<file path="src/rtl/lfsr_pkg.sv">
package lfsr_pkg;
  // Default geometry of the generator
  localparam int unsigned LFSR_W      = 9;
  localparam logic [8:0]  LFSR_TAPS   = 9'h01D;  // bits fed by the top bit
  localparam logic [8:0]  LFSR_SEED   = 9'h100;  // value loaded on reset
  localparam int unsigned SYNC_DEPTH  = 2;       // reset resampling stages
endpackage

</file>
<file path="src/rtl/lfsr_rst_sync.sv">
module lfsr_rst_sync #(
  parameter int unsigned STAGES = lfsr_pkg::SYNC_DEPTH
) (
  input  logic clk_i,
  input  logic raw_i,
  output logic sync_o
);
  localparam int unsigned LAST = STAGES - 1;

  logic [STAGES-1:0] pipe_d;
  logic [STAGES-1:0] pipe_q;

  // next-state: shift the pin sample into the chain
  generate
    for (genvar s = 0; s < STAGES; s++) begin : g_stage
      if (s == 0) begin : g_first
        assign pipe_d[s] = raw_i;
      end else begin : g_rest
        assign pipe_d[s] = pipe_q[s-1];
      end
    end
  endgenerate

  // register
  always_ff @(posedge clk_i) begin
    pipe_q <= pipe_d;
  end

  assign sync_o = pipe_q[LAST];
endmodule

</file>
<file path="src/rtl/lfsr_galois_next.sv">
module lfsr_galois_next #(
  parameter int unsigned   W    = lfsr_pkg::LFSR_W,
  parameter logic [W-1:0]  TAPS = lfsr_pkg::LFSR_TAPS
) (
  input  logic [W-1:0] cur_i,
  output logic [W-1:0] nxt_o
);
  localparam int unsigned TOP = W - 1;

  logic fb;
  assign fb = cur_i[TOP];

  generate
    for (genvar b = 0; b < W; b++) begin : g_bit
      if (b == 0) begin : g_low
        assign nxt_o[b] = TAPS[b] & fb;
      end else if (TAPS[b]) begin : g_tap
        assign nxt_o[b] = cur_i[b-1] ^ fb;
      end else begin : g_plain
        assign nxt_o[b] = cur_i[b-1];
      end
    end
  endgenerate
endmodule

</file>
<file path="src/rtl/lfsr_galois9.sv">
module lfsr_galois9 #(
  parameter int unsigned          WIDTH  = lfsr_pkg::LFSR_W,
  parameter logic [WIDTH-1:0]     TAPS   = lfsr_pkg::LFSR_TAPS,
  parameter logic [WIDTH-1:0]     SEED   = lfsr_pkg::LFSR_SEED,
  parameter int unsigned          STAGES = lfsr_pkg::SYNC_DEPTH
) (
  input  logic             clk_i,
  input  logic             rst_raw_i,
  output logic [WIDTH-1:0] rnd_o
);
  logic             rst_sync;
  logic [WIDTH-1:0] state_q;
  logic [WIDTH-1:0] state_d;
  logic [WIDTH-1:0] step_w;
  logic [WIDTH-1:0] rnd_q;

  lfsr_rst_sync #(.STAGES(STAGES)) u_sync (
    .clk_i  (clk_i),
    .raw_i  (rst_raw_i),
    .sync_o (rst_sync)
  );

  lfsr_galois_next #(.W(WIDTH), .TAPS(TAPS)) u_next (
    .cur_i (state_q),
    .nxt_o (step_w)
  );

  // next-state: synchronous seed load has priority over stepping
  always_comb begin
    if (rst_sync) begin
      state_d = SEED;
    end else begin
      state_d = step_w;
    end
  end

  // registers: state and its output copy
  always_ff @(posedge clk_i) begin
    state_q <= state_d;
    rnd_q   <= state_q;
  end

  assign rnd_o = rnd_q;
endmodule

</file>
<file path="config.mk">
export PLATFORM = sky130hd
export DESIGN_NAME = lfsr_galois9
export DESIGN_NICKNAME = d
export VERILOG_FILES = /design/src/rtl/lfsr_pkg.sv /design/src/rtl/lfsr_rst_sync.sv /design/src/rtl/lfsr_galois_next.sv /design/src/rtl/lfsr_galois9.sv
export SDC_FILE = /design/constraint.sdc
export NUM_CORES = 1
export LEC_CHECK = 0
export CAP_MARGIN = 20
export CORE_UTILIZATION = 40
export DETAILED_ROUTE_END_ITERATION = 7
export PLACE_DENSITY_LB_ADDON = 0.15
export REMOVE_ABC_BUFFERS = 1
export SYNTH_ARGS = -nofsm -noshare
export SYNTH_HDL_FRONTEND = slang
export SYNTH_HIERARCHICAL = 1
export SYNTH_SLANG_ARGS = --single-unit
</file>
<file path="constraint.sdc">
create_clock -name clk_i -period 0.8 [get_ports clk_i]
set_input_delay 0.12 -clock clk_i [delete_from_list [all_inputs] [get_ports clk_i]]
set_output_delay 0.12 -clock clk_i [all_outputs]
set_load 0.03 [all_outputs]
</file>
==> key figures, run 1 <==
Yosys
  – Synth Area in Compound Gates: 0%
  – Main combinational cell family by area after synthesis: simple AND/OR/NAND/NOR gates
  – Flops & latches, synth: 20
  – Simple-gate share of the synthesized area: 10.66%
  – Syn Inst Count: 38
  – YS warnings: 6
  – Post-synthesis sequential area ratio: 75.83%
  – Post-synthesis cell type count: 5
  – Post-Synth XOR/XNOR Area: 4.976%
  – Synth Cell Area: 528.0 um^2
  – Adder-cell area share of the yosys netlist: 0%
  – Per-instance average area after synthesis: 13.89 um^2
  – Multiplexer area fraction after synthesis: 0%

Die
  – Initial Util: 45.09%
  – Core area: 1171 um^2
  – Die Ht: ~38 um
  – Die area: 1469 um^2
  – # rows: 12
  – I/O pin count: 11
  – Die W: 38.33 um

Detailed routing
  – Routed WL: 573 um
  – Detail Route Antenna Nets: 0
  – 1st-pass router iterations: 2
  – Initial DRC count: 2
  – DR vias/cell: 4.237
  – Avg WL per Cell: 9.712 um
  – DRC violations left: 0
  – Vias: 250

Global route
  – Largest net degree at the start of global routing: 11
  – Initial antenna violation count: 0
  – First-pass GRT wire length: 979 um
  – Overflow after GRT: 0
  – Total Routing Usage GR: roughly 11%
  – Vias in the first global route: 233

Timing
  – Final hold violations: 0
  – Setup slack after layout: -0.05925 ns
  – Slew Limit Headroom: 89.97%
  – Minimum clock period: 0.8593 ns
  – Setup Skew: around 0.0027 ns
  – Final-report setup violation count: 9
  – Fin crit share: 107.4%
  – RSZ-0062 raised after global routing: yes
  – Least-Margin Pin Slew: 0.1504 ns
  – Setup tns final: -0.5108 ns
  – Fin. max-slew vios: 0
  – Fmax: 1.164 GHz
  – Hold_ws: 0.2749 ns

Job
  – Max_cap viols: 0

Finish
  – Synth-to-Final Area Change: 22.75%
  – Final Instance Area: between 600 and 700 um^2
  – Final nets: 49
  – Layout cell share with drive strength beyond 1: roughly 50%
  – Diode count: 0
  – Filler cells: 107

Clock tree
  – Worst skew pair latency: between 0.2 and 0.3 ns
  – Root buffer cell: clkbuf_4
  – Clock slew at reported path FFs: 0.09 ns
  – Hold_buf cts: 0
  – Clk buf depth: 2
  – Setup bufs post-CTS: 0
  – Clk sinks: 20
  – H-tree lvl count: 1
  – TritonCTS buffer count: 3
  – TritonCTS clock tree: done

Outcome
  – Outcome: finished, violations left
  – Failing checks: negative setup slack

Worst hold path
  – Worst min-delay path class: input port to register

Power
  – PwrDens: 2609 nW/um^2
  – Maximum VDD drop: about 0.0011 V
  – Leakage dissipation: 0.2766 nW
  – Total power draw: 1.691 mW

Worst setup path
  – CP peak stage delay: roughly 0.33 ns
  – Arr. time, crit path: 0.74 ns
  – CP cell instances: buf_6
  – Crit-path max FO: 1
  – Worst Path Buf+Inv: 1
  – Critical path endpoint category: output pin
  – Req. time, crit path: 0.68 ns
  – CP startpoint kind: register
  – Setup CP Type: register to output pin
  – Delay-heaviest family, CP: flip-flops
  – Slowest CP cell: dfxtp_2

Place
  – Placer Congestion: 0.6808
  – Post-DP HPWL: a little over 400 um
  – Port buffer count: 10
  – Placed instance area: about 580 um^2
  – DP Worst Slack: 0.03185 ns
==> worst paths after layout <==
kind / depth (start not counted) / slack (ns) / endpoint / start
worst min register to register: 0 / 0.34 / u_sync/pipe_q[1] / u_sync/pipe_q[0]
worst max register to register: 2 / 0.06 / state_q[3] / state_q[8]
worst max-delay path: 1 / -0.06 / rnd_o[2] / rnd_o[2]
worst min-delay path: 1 / 0.27 / u_sync/pipe_q[0] / rst_raw_i
==> repair_timing <==
item | in CTS | in global routing
pin swaps | 0 | 0
hold endpoints to repair | 0 | 0
resized for setup | 18 | 2
endpoints found under the setup margin | 9 | 12
==> flip-flops by register name (all words and copies together) (netlist names) <==
signal	count
state_q	9
rnd_o	9
u_sync/pipe_q	2
==> routing by layer <==
layer	GRT usage, %	wire length, um
met1	12.36	261
met2	14.41	272
met3	5.233	29
met4	12.93	9
met5	0	0
==> cell usage after synthesis <==
master | n | area, um^2
buf_4 | 6 | 45.04
dfxtp_1 | 20 | 400.4
or2_1 | 1 | 6.260
nor2b_1 | 8 | 50.05
xor2_1 | 3 | 26.28
==> cells by family (layout without fill, tap and decap cells) <==
kind of cell              after synthesis  in the layout
DFF                                    20             20
and+or+nand+nor                         9              9
buffers and inverters                   6             13
xor gates and xnor gates                3              3
==> final cells by class <==
class                           instances  area, um^2  area share (%)
Clock buffer                            3       22.52           3.475
Tap cell                               14       17.52           2.703
Timing Repair Buffer                   10       111.4           17.18
Multi-Input combinational cell         12       82.58           12.74
Sequential cell                        20       414.1           63.90
==> power by group <==
group	internal, mW	switching [mW]
clock	0.175	0.255
combinational	0.0802	0.0769
sequential	1.07	0.0377
total	1.32	0.370
==> cell usage in the layout (no fill, tap or decap) <==
cell,netlist,final
buf_6,0,9
dfxtp_2,0,11
or2_1,1,1
nor2b_1,8,8
xor2_1,3,3
dfxtp_1,20,9
clkdlybuf4s50_1,0,1
clkbuf_4,0,3
==> through the flow <==
stage                     cells  utilization (%)
after floorplan              32                -
after global placement       56            49.36
after detailed placement     56            49.36
after CTS                    59            55.13
after global routing         59            55.34
final                        59            55.34
(Power assumes the default switching activity.)
==> run 2, diff against run 1 <==
--- a/config.mk
+++ b/config.mk
@@ -7,7 +7,9 @@
 export LEC_CHECK = 0
 export CAP_MARGIN = 20
 export CORE_UTILIZATION = 40
+export CTS_CLUSTER_DIAMETER = 120
 export DETAILED_ROUTE_END_ITERATION = 7
+export GPL_TIMING_DRIVEN = 0
 export PLACE_DENSITY_LB_ADDON = 0.15
 export REMOVE_ABC_BUFFERS = 1
 export SYNTH_ARGS = -nofsm -noshare
==> key figures, run 2 (same netlist as run 1, synthesis figures left out) <==
Outcome
  – Outcome: finished, violations left
  – Failing checks: negative setup slack

Worst setup path
  – Setup CP Type: register to output pin
  – Critical path endpoint category: output pin
  – CP cell instances: buf_6
  – Crit-path max FO: 1
  – Crit path capture: rnd_o[1]
  – Worst reg-to-reg path cell count: 2
  – R2r startpoint: state_q[8]
  – CP peak stage delay: 0.34 ns
  – Delay-heaviest family, CP: flip-flops
  – Register-to-register setup slack: 0.03 ns
  – Reg-to-reg critical path endpoint: state_q[4]
  – Req. time, crit path: 0.68 ns
  – CP startpoint: rnd_o[1]
  – CP startpoint kind: register
  – Slowest CP cell: dfxtp_2
  – Worst Path Buf+Inv: 1
  – Cell depth of the worst setup path: 1
  – Arr. time, crit path: 0.74 ns

Clock tree
  – Clk buf depth: 2
  – Clock slew at reported path FFs: ~0.090 ns
  – TritonCTS buffer count: 3
  – H-tree lvl count: 1
  – Worst skew pair latency: about 0.28 ns
  – Root buffer cell: clkbuf_4
  – Clk sinks: 20
  – TritonCTS clock tree: done
  – Setup bufs post-CTS: 0

Timing
  – Minimum clock period: 0.8585 ns
  – Least-Margin Pin Slew: around 0.16 ns
  – Setup slack after layout: -0.05851 ns
  – Fmax: 1.165 GHz
  – Fin crit share: 107.3%
  – Slew Limit Headroom: 89.46%
  – Setup tns final: -0.4894 ns
  – RSZ-0062 raised after global routing: yes
  – Fin. max-slew vios: 0
  – Final hold violations: 0
  – Final-report setup violation count: 9
  – Setup Skew: 0.001961 ns

Finish
  – Filler cells: 100
  – Layout Cells excl Fill: 59
  – Layout cell share with drive strength beyond 1: 53.33%
  – Final core occ: 55.77%
  – Flip-flop and latch area: 416.7 um^2
  – Final nets: 49
  – Commonest cells after routing, fill and taps aside: dfxtp_2, buf_6, dfxtp_1
  – Synth-to-Final Area Change: 23.70%
  – Footprint of the multi-input gates: 85.08 um^2
  – Diode count: 0
  – Final Instance Area: 653.1 um^2
  – Leading cell type in the layout, fill and taps excluded: dfxtp_2

Global route
  – Largest net degree at the start of global routing: 11
  – Initial antenna violation count: 0
  – First-pass GRT wire length: roughly 900 um
  – Overflow after GRT: 0
  – Total Routing Usage GR: between 10% and 20%
  – Vias in the first global route: 218

Detailed routing
  – Detail Route Antenna Nets: 0
  – Vias: 239
  – DRC violations left: 0
  – 1st-pass router iterations: 2
  – Avg WL per Cell: 9.492 um
  – Routed WL: 560 um
  – Initial DRC count: 2
  – DR vias/cell: 4.051

Place
  – Placed instance area: between 600 and 700 um^2
  – Placer Congestion: between 0.6 and 0.7
  – Placed insts: 56
  – Port buffer count: 10

Power
  – Net Sw Power: 0.3640 mW
  – Combinational Power Share: roughly a tenth
  – PwrDens: 2579 nW/um^2
  – Total power draw: 1.685 mW
  – Clock power share: 25.2%
  – Pint: 1.321 mW
  – Leakage dissipation: 0.2780 nW
  – Sequential Power Share: 65.3%
  – Switching share of power: 21.61%
  – Maximum VDD drop: 0.001308 V

Worst hold path
  – Worst min-delay path class: input port to register

Job
  – Max_cap viols: 0

Die
  – # rows: 12
  – Die area: 1469 um^2
  – Initial Util: 45.09%
  – I/O pin count: 11
  – Die W: about 38 um
  – Die Ht: 38.33 um
  – Core area: about 1200 um^2
run 2: worst min-delay path by stage:
stage | from | to | slack (ns) | depth (start not counted)
final | rst_raw_i | u_sync/pipe_q[0] | 0.27 | 1
after global placement | u_sync/pipe_q[0] | u_sync/pipe_q[1] | 0.31 | 0
after CTS | rst_raw_i | u_sync/pipe_q[0] | 0.26 | 1
after detailed placement | u_sync/pipe_q[0] | u_sync/pipe_q[1] | 0.32 | 0
after global routing | rst_raw_i | u_sync/pipe_q[0] | 0.25 | 1
after floorplan | rst_raw_i | u_sync/pipe_q[0] | 0.15 | 0
run 2: per-layer routing:
metal	track usage (%)	vias to the layer above	part of all wire, %
li1	-	124	-
met1	10.45	106	45
met2	13.98	7	49
met3	3.488	2	4.6
met4	12.93	0	1.1
met5	0	-	0
run 2: what timing repair did:
item	in CTS	in global routing
resized for setup	73	3
setup endpoints to repair	10	11
hold buffers	0	0
gates cloned	0	0
pin swaps	0	0
endpoints found under the hold margin	0	0
run 2: per-stage QoR:
| stage | worst slack (ns) | hold WS (ns) |
|---|---|---|
| 2_1_floorplan | 0.07406 | 0.1477 |
| 3_3_place_gp | -0.2659 | 0.3113 |
| 3_5_place_dp | -0.2796 | 0.3153 |
| 4_1_cts | -0.07091 | 0.2606 |
| 5_1_grt | -0.09801 | 0.2452 |
| 6_report | -0.05851 | 0.2699 |
run 2: power groups by stage:
stage	Clock [mW]	Combinational, mW	Sequential, mW
final	0.425	0.159	1.10
after global placement	0	0.151	1.11
after floorplan	0	0.0292	1.17
after global routing	0.493	0.167	1.11
after CTS	0.449	0.159	1.10
after detailed placement	0	0.151	1.11
run 2: cell type report:
| class | count | share of cell area, % |
|---|---|---|
| clock buffer | 3 | 3.448 |
| multi-input combinational | 12 | 13.03 |
| sequential | 20 | 63.79 |
| tap | 14 | 2.682 |
| timing repair buffer | 10 | 17.05 |
